**src/rtl/alu8_pkg.sv**
```systemverilog
package alu8_pkg;

  localparam int unsigned FN_W = 3;

  typedef enum logic [1:0] {
    AR_ADD  = 2'b00,
    AR_ADDN = 2'b01,
    AR_DEC  = 2'b10,
    AR_INC  = 2'b11
  } arith_op_e;

  typedef enum logic [1:0] {
    LG_AND  = 2'b00,
    LG_OR   = 2'b01,
    LG_XOR  = 2'b10,
    LG_NOTA = 2'b11
  } logic_op_e;

endpackage

```
**src/rtl/alu8_half_add.sv**
```systemverilog
module alu8_half_add (
  input  logic x_i,
  input  logic y_i,
  output logic s_o,
  output logic c_o
);

  always_comb begin
    s_o = x_i ^ y_i;
    c_o = x_i & y_i;
  end

endmodule

```
**src/rtl/alu8_full_add.sv**
```systemverilog
module alu8_full_add (
  input  logic x_i,
  input  logic y_i,
  input  logic c_i,
  output logic s_o,
  output logic c_o
);

  logic s_lo, c_lo, c_hi;

  alu8_half_add u_ha_lo (.x_i(x_i),  .y_i(y_i), .s_o(s_lo), .c_o(c_lo));
  alu8_half_add u_ha_hi (.x_i(s_lo), .y_i(c_i), .s_o(s_o),  .c_o(c_hi));

  assign c_o = c_lo | c_hi;

endmodule

```
**src/rtl/alu8_ripple_add.sv**
```systemverilog
module alu8_ripple_add #(
  parameter int unsigned W = 8
) (
  input  logic [W-1:0] a_i,
  input  logic [W-1:0] b_i,
  input  logic         c_i,
  output logic [W-1:0] s_o,
  output logic         c_o,
  output logic         v_o
);

  logic [W:0] cy;

  assign cy[0] = c_i;

  for (genvar i = 0; i < W; i++) begin : g_stage
    alu8_full_add u_fa (
      .x_i(a_i[i]),
      .y_i(b_i[i]),
      .c_i(cy[i]),
      .s_o(s_o[i]),
      .c_o(cy[i+1])
    );
  end

  assign c_o = cy[W];
  assign v_o = ~(a_i[W-1] ^ b_i[W-1]) & (s_o[W-1] ^ a_i[W-1]);

  // the bit chain must equal the arithmetic sum
  always_comb begin
    a_r1_chain_sum: assert ({c_o, s_o} == ({1'b0, a_i} + {1'b0, b_i} + {{W{1'b0}}, c_i}))
      else $error("ripple chain sum mismatch");
  end

endmodule

```
**src/rtl/alu8_inc_chain.sv**
```systemverilog
module alu8_inc_chain #(
  parameter int unsigned W = 8
) (
  input  logic [W-1:0] a_i,
  input  logic         c_i,
  output logic [W-1:0] s_o,
  output logic         c_o,
  output logic         v_o
);

  logic [W:0] cy;

  assign cy[0] = c_i;

  for (genvar i = 0; i < W; i++) begin : g_stage
    alu8_half_add u_ha (
      .x_i(a_i[i]),
      .y_i(cy[i]),
      .s_o(s_o[i]),
      .c_o(cy[i+1])
    );
  end

  assign c_o = cy[W];
  // second addend is zero, so only a positive operand can overflow
  assign v_o = ~a_i[W-1] & s_o[W-1];

  always_comb begin
    a_r4_inc_value: assert ({c_o, s_o} == ({1'b0, a_i} + {{W{1'b0}}, c_i}))
      else $error("increment chain mismatch");
  end

endmodule

```
**src/rtl/alu8_mux4.sv**
```systemverilog
module alu8_mux4 #(
  parameter int unsigned W = 8
) (
  input  logic [1:0]   sel_i,
  input  logic [W-1:0] d0_i,
  input  logic [W-1:0] d1_i,
  input  logic [W-1:0] d2_i,
  input  logic [W-1:0] d3_i,
  output logic [W-1:0] q_o
);

  always_comb begin
    unique case (sel_i)
      2'b00:   q_o = d0_i;
      2'b01:   q_o = d1_i;
      2'b10:   q_o = d2_i;
      default: q_o = d3_i;
    endcase
  end

endmodule

```
**src/rtl/alu8_logic_unit.sv**
```systemverilog
module alu8_logic_unit
  import alu8_pkg::*;
#(
  parameter int unsigned W = 8
) (
  input  logic [W-1:0] a_i,
  input  logic [W-1:0] b_i,
  input  logic [1:0]   op_i,
  output logic [W-1:0] y_o
);

  logic [W-1:0] f_and, f_or, f_xor, f_nota;

  // one bit slice per position
  for (genvar i = 0; i < W; i++) begin : g_slice
    always_comb begin
      f_and[i]  = a_i[i] & b_i[i];
      f_or[i]   = a_i[i] | b_i[i];
      f_xor[i]  = a_i[i] ^ b_i[i];
      f_nota[i] = ~a_i[i];
    end
  end

  alu8_mux4 #(.W(W)) u_pick (
    .sel_i(op_i),
    .d0_i(f_and),
    .d1_i(f_or),
    .d2_i(f_xor),
    .d3_i(f_nota),
    .q_o(y_o)
  );

  always_comb begin
    if (op_i == LG_NOTA)
      a_r6_not_a: assert ((y_o & a_i) == '0 && (y_o | a_i) == '1)
        else $error("complement of a wrong");
    if (op_i == LG_XOR)
      a_r6_xor: assert ((y_o ^ b_i) == a_i)
        else $error("xor wrong");
  end

endmodule

```
**src/rtl/alu8_arith_unit.sv**
```systemverilog
module alu8_arith_unit
  import alu8_pkg::*;
#(
  parameter int unsigned W = 8
) (
  input  logic [W-1:0] a_i,
  input  logic [W-1:0] b_i,
  input  logic         c_i,
  input  logic [1:0]   op_i,
  output logic [W-1:0] y_o,
  output logic         c_o,
  output logic         v_o
);

  localparam logic [W-1:0] ALL_ONES = '1;

  logic [W-1:0] b_inv;
  logic [W-1:0] s_add, s_addn, s_dec, s_inc;
  logic         c_add, c_addn, c_dec, c_inc;
  logic         v_add, v_addn, v_dec, v_inc;

  assign b_inv = ~b_i;

  alu8_ripple_add #(.W(W)) u_add (
    .a_i(a_i), .b_i(b_i), .c_i(c_i),
    .s_o(s_add), .c_o(c_add), .v_o(v_add)
  );

  alu8_ripple_add #(.W(W)) u_addn (
    .a_i(a_i), .b_i(b_inv), .c_i(c_i),
    .s_o(s_addn), .c_o(c_addn), .v_o(v_addn)
  );

  // decrement: add the all-ones constant, carry input tied low
  alu8_ripple_add #(.W(W)) u_dec (
    .a_i(a_i), .b_i(ALL_ONES), .c_i(1'b0),
    .s_o(s_dec), .c_o(c_dec), .v_o(v_dec)
  );

  alu8_inc_chain #(.W(W)) u_inc (
    .a_i(a_i), .c_i(c_i),
    .s_o(s_inc), .c_o(c_inc), .v_o(v_inc)
  );

  alu8_mux4 #(.W(W)) u_pick_y (
    .sel_i(op_i),
    .d0_i(s_add), .d1_i(s_addn), .d2_i(s_dec), .d3_i(s_inc),
    .q_o(y_o)
  );

  alu8_mux4 #(.W(1)) u_pick_c (
    .sel_i(op_i),
    .d0_i(c_add), .d1_i(c_addn), .d2_i(c_dec), .d3_i(c_inc),
    .q_o(c_o)
  );

  alu8_mux4 #(.W(1)) u_pick_v (
    .sel_i(op_i),
    .d0_i(v_add), .d1_i(v_addn), .d2_i(v_dec), .d3_i(v_inc),
    .q_o(v_o)
  );

  always_comb begin
    if (op_i == AR_DEC) begin
      a_r3_dec_carry: assert (c_o == (a_i != '0))
        else $error("decrement carry wrong");
      a_r8_dec_ovf: assert (v_o == (a_i[W-1] & ~y_o[W-1]))
        else $error("decrement overflow wrong");
    end
    if (op_i == AR_INC && a_i == ALL_ONES && c_i)
      a_r4_inc_wrap: assert (y_o == '0 && c_o)
        else $error("increment wrap wrong");
  end

endmodule

```
**src/rtl/alu8_core.sv**
```systemverilog
module alu8_core
  import alu8_pkg::*;
#(
  parameter int unsigned W = 8
) (
  input  logic [W-1:0]    a_i,
  input  logic [W-1:0]    b_i,
  input  logic            carry_i,
  input  logic [FN_W-1:0] fn_i,
  output logic [W-1:0]    y_o,
  output logic            carry_o,
  output logic            ovf_o
);

  logic [W-1:0] y_arith, y_logic;
  logic         c_arith, v_arith;
  logic         pick_logic;

  assign pick_logic = fn_i[FN_W-1];

  alu8_arith_unit #(.W(W)) u_arith (
    .a_i(a_i), .b_i(b_i), .c_i(carry_i), .op_i(fn_i[1:0]),
    .y_o(y_arith), .c_o(c_arith), .v_o(v_arith)
  );

  alu8_logic_unit #(.W(W)) u_logic (
    .a_i(a_i), .b_i(b_i), .op_i(fn_i[1:0]),
    .y_o(y_logic)
  );

  always_comb begin
    y_o     = pick_logic ? y_logic : y_arith;
    carry_o = pick_logic ? 1'b0    : c_arith;
    ovf_o   = pick_logic ? 1'b0    : v_arith;
  end

  always_comb begin
    if (pick_logic)
      a_r7_logic_flags: assert (!carry_o && !ovf_o)
        else $error("flags set in bitwise mode");
    else
      a_r9_arith_path: assert (y_o == y_arith && carry_o == c_arith)
        else $error("arithmetic result not routed");
  end

endmodule

```
**config.mk**
```make
export PLATFORM = sky130hd
export DESIGN_NAME = alu8_core
export DESIGN_NICKNAME = d
export VERILOG_FILES = /design/src/rtl/alu8_pkg.sv /design/src/rtl/alu8_half_add.sv /design/src/rtl/alu8_full_add.sv /design/src/rtl/alu8_ripple_add.sv /design/src/rtl/alu8_inc_chain.sv /design/src/rtl/alu8_mux4.sv /design/src/rtl/alu8_logic_unit.sv /design/src/rtl/alu8_arith_unit.sv /design/src/rtl/alu8_core.sv
export SDC_FILE = /design/constraint.sdc
export NUM_CORES = 1
export LEC_CHECK = 0
export BUFFER_PORTS_ARGS = -buffer_cell sky130_fd_sc_hd__buf_2
export CAP_MARGIN = 20
export CORE_ASPECT_RATIO = 1.5
export CORE_MARGIN = 5
export CORE_UTILIZATION = 40
export DETAILED_ROUTE_END_ITERATION = 7
export PLACE_DENSITY = 0.6
export SLEW_MARGIN = 20
export SYNTH_ARGS = -nofsm -noshare
export SYNTH_HDL_FRONTEND = slang
export SYNTH_HIERARCHICAL = 1
export SYNTH_SLANG_ARGS = --single-unit
```
**constraint.sdc**
```tcl
create_clock -name vclk -period 5.9
set_clock_uncertainty 0.1 [all_clocks]
set_input_delay 0.885 -clock vclk [all_inputs]
set_output_delay 0.885 -clock vclk [all_outputs]
set_load 0.02 [all_outputs]
```
==> results of run 1 <==
## worst min-delay path, stage by stage
cell,delay (ns)
buf_2,0.22
mux2_4,0.24
buf_6,0.10
## what timing repair did
action                                  in CTS  in global routing
hold buffers                                 0                  0
gates resized for setup                     40                  6
endpoints found under the setup margin       3                  3
setup buffers                                0                  0
pin swaps                                   34                 16
## layout make-up
type                            instances  area share [%]
Tap cell                               48            2.63
Inverter                               32            5.38
Multi-Input combinational cell        145            82.2
Timing Repair Buffer                   34            9.77
## how the worst min path moves through the flow
| stage | end | slack [ns] | depth (start not counted) |
|---|---|---|---|
| after CTS | y_o[7] | 2.25 | 3 |
| after global placement | y_o[7] | 2.28 | 3 |
| after detailed placement | y_o[7] | 2.28 | 3 |
| final | y_o[7] | 2.25 | 3 |
| after global routing | y_o[7] | 2.26 | 3 |
| after floorplan | y_o[0] | 2.00 | 2 |
## cell usage after synthesis
master | count | area share [%]
and2b_2 | 2 | 0.95
or2_1 | 24 | 8.1
ha_1 | 72 | 49
buf_6 | 3 | 1.8
nor2b_4 | 1 | 0.75
mux4_2 | 18 | 22
nand2b_1 | 3 | 1.0
o22ai_2 | 3 | 2.0
inv_1 | 32 | 6.5
mux2_4 | 8 | 6.5
clkbuf_2 | 2 | 0.54
conb_1 | 2 | 0.41
nand2_1 | 3 | 0.61
## through the flow
| step | setup slack (ns) | cell area [um2] | hold WS, ns | total power [W] | TNS [ns] |
|---|---|---|---|---|---|
| floorplan | 0.00137 | 1910 | 2.00 | 0.000142 | 0 |
| global placement | -0.405 | 2100 | 2.28 | 0.000190 | -1.15 |
| detailed placement | -0.426 | 2100 | 2.28 | 0.000194 | -1.21 |
| CTS | -0.162 | 2250 | 2.25 | 0.000210 | -0.386 |
| global route | -0.252 | 2280 | 2.26 | 0.000240 | -0.696 |
| finish | -0.127 | 2280 | 2.25 | 0.000210 | -0.288 |
## report_power, final
part / internal [W] / switching, W
registers: 0 / 0
logic: 0.000117 / 0.0000925
clock network: 0 / 0
## logic make-up (layout without fill, tap and decap cells)
family | Yosys count | after routing | synth area share, %
adders and majority gates | 72 | 72 | 48.8
muxes | 26 | 26 | 28.5
other | 2 | 11 | 0.407
and+or+nand+nor | 33 | 33 | 11.4
AOI/OAI and AO/OA | 3 | 3 | 2.03
buffers and inverters | 37 | 66 | 8.88
## metal layers
metal  share of wire, %  up-vias
met5                  0        -
li1                   -      679
met3                2.1        0
met2                 61       16
met1                 37      682
met4                  0        0
==> impl_metrics.yaml, run 1 <==
job:
  drv_cap: 0
cells_and_area:
  final_util_pct: 50.6
  design.seq.count: 0
  final_common_cell: "ha_1"
  nClkBuffers: 0
  multiInputGateArea_mm2: 0.00187
  final-seq-area_um2: 0
  fill_cells: 430
  final_cell_mix: "ha_1, inv_1, buf_2"
  antenna_cells: 0
  nNetsFinal: 305
  area_growth_pct: 23.4
  drive_gt1_share_pct: 46.4
  fin_cells: 259
critical_path:
  worstSetupStartpoint: "b_i[0]"
  crit_buf_inv: 3
  path_max_fanout: 3
  endpoint: "ovf_o"
  path_class: "primary input to output pin"
  critPathTopFamily: "simple AND/OR/NAND/NOR gates"
  endpoint_kind: "output pin"
  cp_slowest_stage_delay_ns: 0.44
  cp_cell_sequence: "buf_8 > inv_4 > ha_4 > ha_4 > or2_1 > ha_2 > or2_1 > ha_2 > or2_1 > ha_2 > or2_1 > ha_2 > or2_1 > ha_2 > or2_1 > ha_2 > or2_4 > ha_4 > o22ai_2 > mux4_2 > and2b_2 > buf_6"
  path_depth: 22
  crit_slowest_cell: "mux4_2"
  cp.required_ns: 4.91
  worstPathArrival_ns: 5.04
  cp-start-kind: "primary input"
routing:
  drt_iter0_drc: 28
  wirelength_um: 3250
  wl_per_cell_um: 12.5
  vias_per_cell: 5.32
  num_vias: 1377
  drc_errors: 0
  ant_nets: 0
  firstDrtPassIters: 3
yosys:
  syn_avg_cell_area_um2: 10.7
  ys_seq_area_share_pct: 0
  synthDistinctLibCells: 13
  synthCells: 173
  syn_area_mm2: 0.00185
  yosysWarnings: 6
floorplanning:
  ios: 30
  core_mm2: 0.00450
  dieArea_mm2: 0.00610
  start_util_pct: 41.0
  die_x_um: 65.5
  die_h_um: 93.2
  row_count: 30
sta:
  slew_violations: 0
  rsz0062_at_grt: "yes"
  finalSetupViolCount: 3
  fmax_mhz: 166
  finalWorstSetupSlack_ns: -0.127
  relSlewSlack_pct: 57.4
  layout_worst_path_cycle_share_pct: 102
  fin_crit_ns: 6.03
  worstMarginPinSlew_ns: 0.639
  finalHoldViolations: 0
grt:
  use_met3_pct: 0.240
  grt-ovfl-total: 0
  grt.busiest_layer: "met2"
  antenna_found_initial: 0
  met1_usage_pct: 12.3
  grt_max_degree: 19
  use_met2_pct: 25.4
  gr-usage-all-layers_pct: 11.6
  grt_pass1_vias: 1454
  grt_pass1_wl_um: 5910
min_path:
  min-delay-start: "fn_i[2]"
  hold_class: "primary input to output pin"
placement:
  hpwl_um: 2760
  io_buffers: 30
  dp_cells: 259
  place_congestion: 0.701
power_and_ir_drop:
  ir_worst_vdd_mv: 0.0299
  p_leak_nw: 1.20
  power.density_mw_per_mm2: 92.1
status:
  status: "complete, but fails checks"
  violations: "setup timing"
No activity file was read; power rests on OpenSTA's default activity.
==> run 2, diff against run 1 <==
BUFFER_PORTS_ARGS = -buffer_cell sky130_fd_sc_hd__buf_4   (was -buffer_cell sky130_fd_sc_hd__buf_2)
==> run 2 against run 1 <==
Net effect: the flow still finishes with violations (setup timing); non-clock buffer count unchanged; count of clock-buffer cells in the layout did not move; hold slack lost 0.064 ns; worst setup slack better by 0.016 ns; die area unchanged; wire length grew 2.7%; global-route usage increased by 0.13 points; utilization rose by 1.0 points; total power is 4.3% higher; via count fell by 3.4%; critical path depth is 1 higher; critical path type unchanged; largest power group unchanged.
==> impl_metrics.yaml, run 2 (synthesis gave the netlist of run 1 again) <==
sta:
  finalWorstSetupSlack_ns: -0.111
  layout_worst_path_cycle_share_pct: 102
  slew_violations: 0
  fin_crit_ns: 6.01
  fmax_mhz: 166
  timing.hold.ws_ns: 2.18
  finalHoldViolations: 0
  rsz0062_at_grt: "yes"
  finalSetupViolCount: 3
floorplanning:
  dieArea_mm2: 0.00610
  start_util_pct: 41.0
  die_h_um: 93.2
  row_count: 30
  die_x_um: 65.5
  ios: 30
  core_mm2: 0.00450
power_and_ir_drop:
  power.density_mw_per_mm2: 94.1
  p_leak_nw: 1.22
  ir_worst_vdd_mv: 0.0412
  finalPower_w: 0.000219
routing:
  wirelength_um: 3330
  num_vias: 1330
  drt_iter0_drc: 41
  drc_errors: 0
  ant_nets: 0
  firstDrtPassIters: 2
  vias_per_cell: 5.14
  wl_per_cell_um: 12.9
status:
  status: "complete, but fails checks"
  violations: "setup timing"
cells_and_area:
  area_growth_pct: 25.9
  final_common_cell: "ha_1"
  final-seq-area_um2: 0
  nClkBuffers: 0
  nNetsFinal: 305
  fill_cells: 421
  antenna_cells: 0
  final_cell_mix: "ha_1, inv_1, buf_4"
  design.seq.count: 0
  drive_gt1_share_pct: 44.1
min_path:
  hold_class: "primary input to output pin"
  min-delay-start: "fn_i[2]"
critical_path:
  endpoint_kind: "output pin"
  worstSetupStartpoint: "b_i[0]"
  path_max_fanout: 3
  cp-start-kind: "primary input"
  cp.required_ns: 4.91
  worstPathArrival_ns: 5.03
  endpoint: "ovf_o"
  path_class: "primary input to output pin"
grt:
  gr-usage-all-layers_pct: 11.7
  grt_pass1_vias: 1412
  grt-ovfl-total: 0
  grt_pass1_wl_um: 5910
  grt_max_degree: 19
  antenna_found_initial: 0
placement:
  place_congestion: 0.671
  preCtsSetupSlack_ns: -0.420
  io_buffers: 30
  hpwl_um: 2830
job:
  drv_cap: 0
cts:
  postCtsHoldBufs: 0
  cts_setup_buffers: 0
run 2: final cells by class:
cell class | count | area, um2 | share of cell area (%)
multi-input cells | 145 | 1860 | 79.9
repair buffers | 34 | 285 | 12.3
inverters | 32 | 123 | 5.27
well taps | 48 | 60.1 | 2.58
run 2: stage by stage:
step,area (um2),util [%],setup TNS [ns],std cells
after global routing,2320,51.6,-0.707,259
after detailed placement,2180,48.3,-1.20,259
final,2320,51.6,-0.232,259
after global placement,2180,48.3,-1.15,259
after floorplan,1910,-,0,182
after CTS,2320,51.4,-0.282,259
run 2: worst min path at each step:
stage,end,slack (ns),cells past startpoint
5_1_grt,y_o[7],2.19,3
6_report,y_o[7],2.18,3
3_3_place_gp,y_o[7],2.20,3
2_1_floorplan,y_o[0],2.00,2
3_5_place_dp,y_o[7],2.20,3
4_1_cts,y_o[7],2.19,3
run 2: timing repair:
action | CTS | global route
pin swaps | 35 | 1
gates resized for setup | 35 | 1
endpoints found under the setup margin | 3 | 3
run 2: critical path: stages:
cell      delay (ns)
buf_8           0.11
inv_4           0.05
ha_4            0.20
ha_4            0.14
or2_1           0.21
ha_2            0.17
or2_1           0.20
ha_2            0.17
or2_1           0.20
ha_2            0.17
or2_1           0.20
ha_2            0.17
or2_1           0.20
ha_2            0.17
or2_1           0.20
ha_2            0.17
or2_4           0.23
ha_4            0.25
nand2b_1        0.08
o22ai_2         0.07
mux4_2          0.43
and2b_2         0.21
buf_6           0.12
run 2: metal layers:
metal	wire length (um)	part of all wire [%]	vias up	global-route usage [%]
met2	2000	60	18	25.6
li1	-	-	680	-
met3	64	1.9	2	0.120
met1	1250	37	630	12.2
met4	21	0.63	0	1.04
met5	0	0	-	0
run 2: report_power, final:
part / internal [W] / total (W) / switching, W
clock network: 0 / 0 / 0
logic: 0.000125 / 0.000219 / 0.0000938
registers: 0 / 0 / 0
total: 0.000125 / 0.000219 / 0.0000938
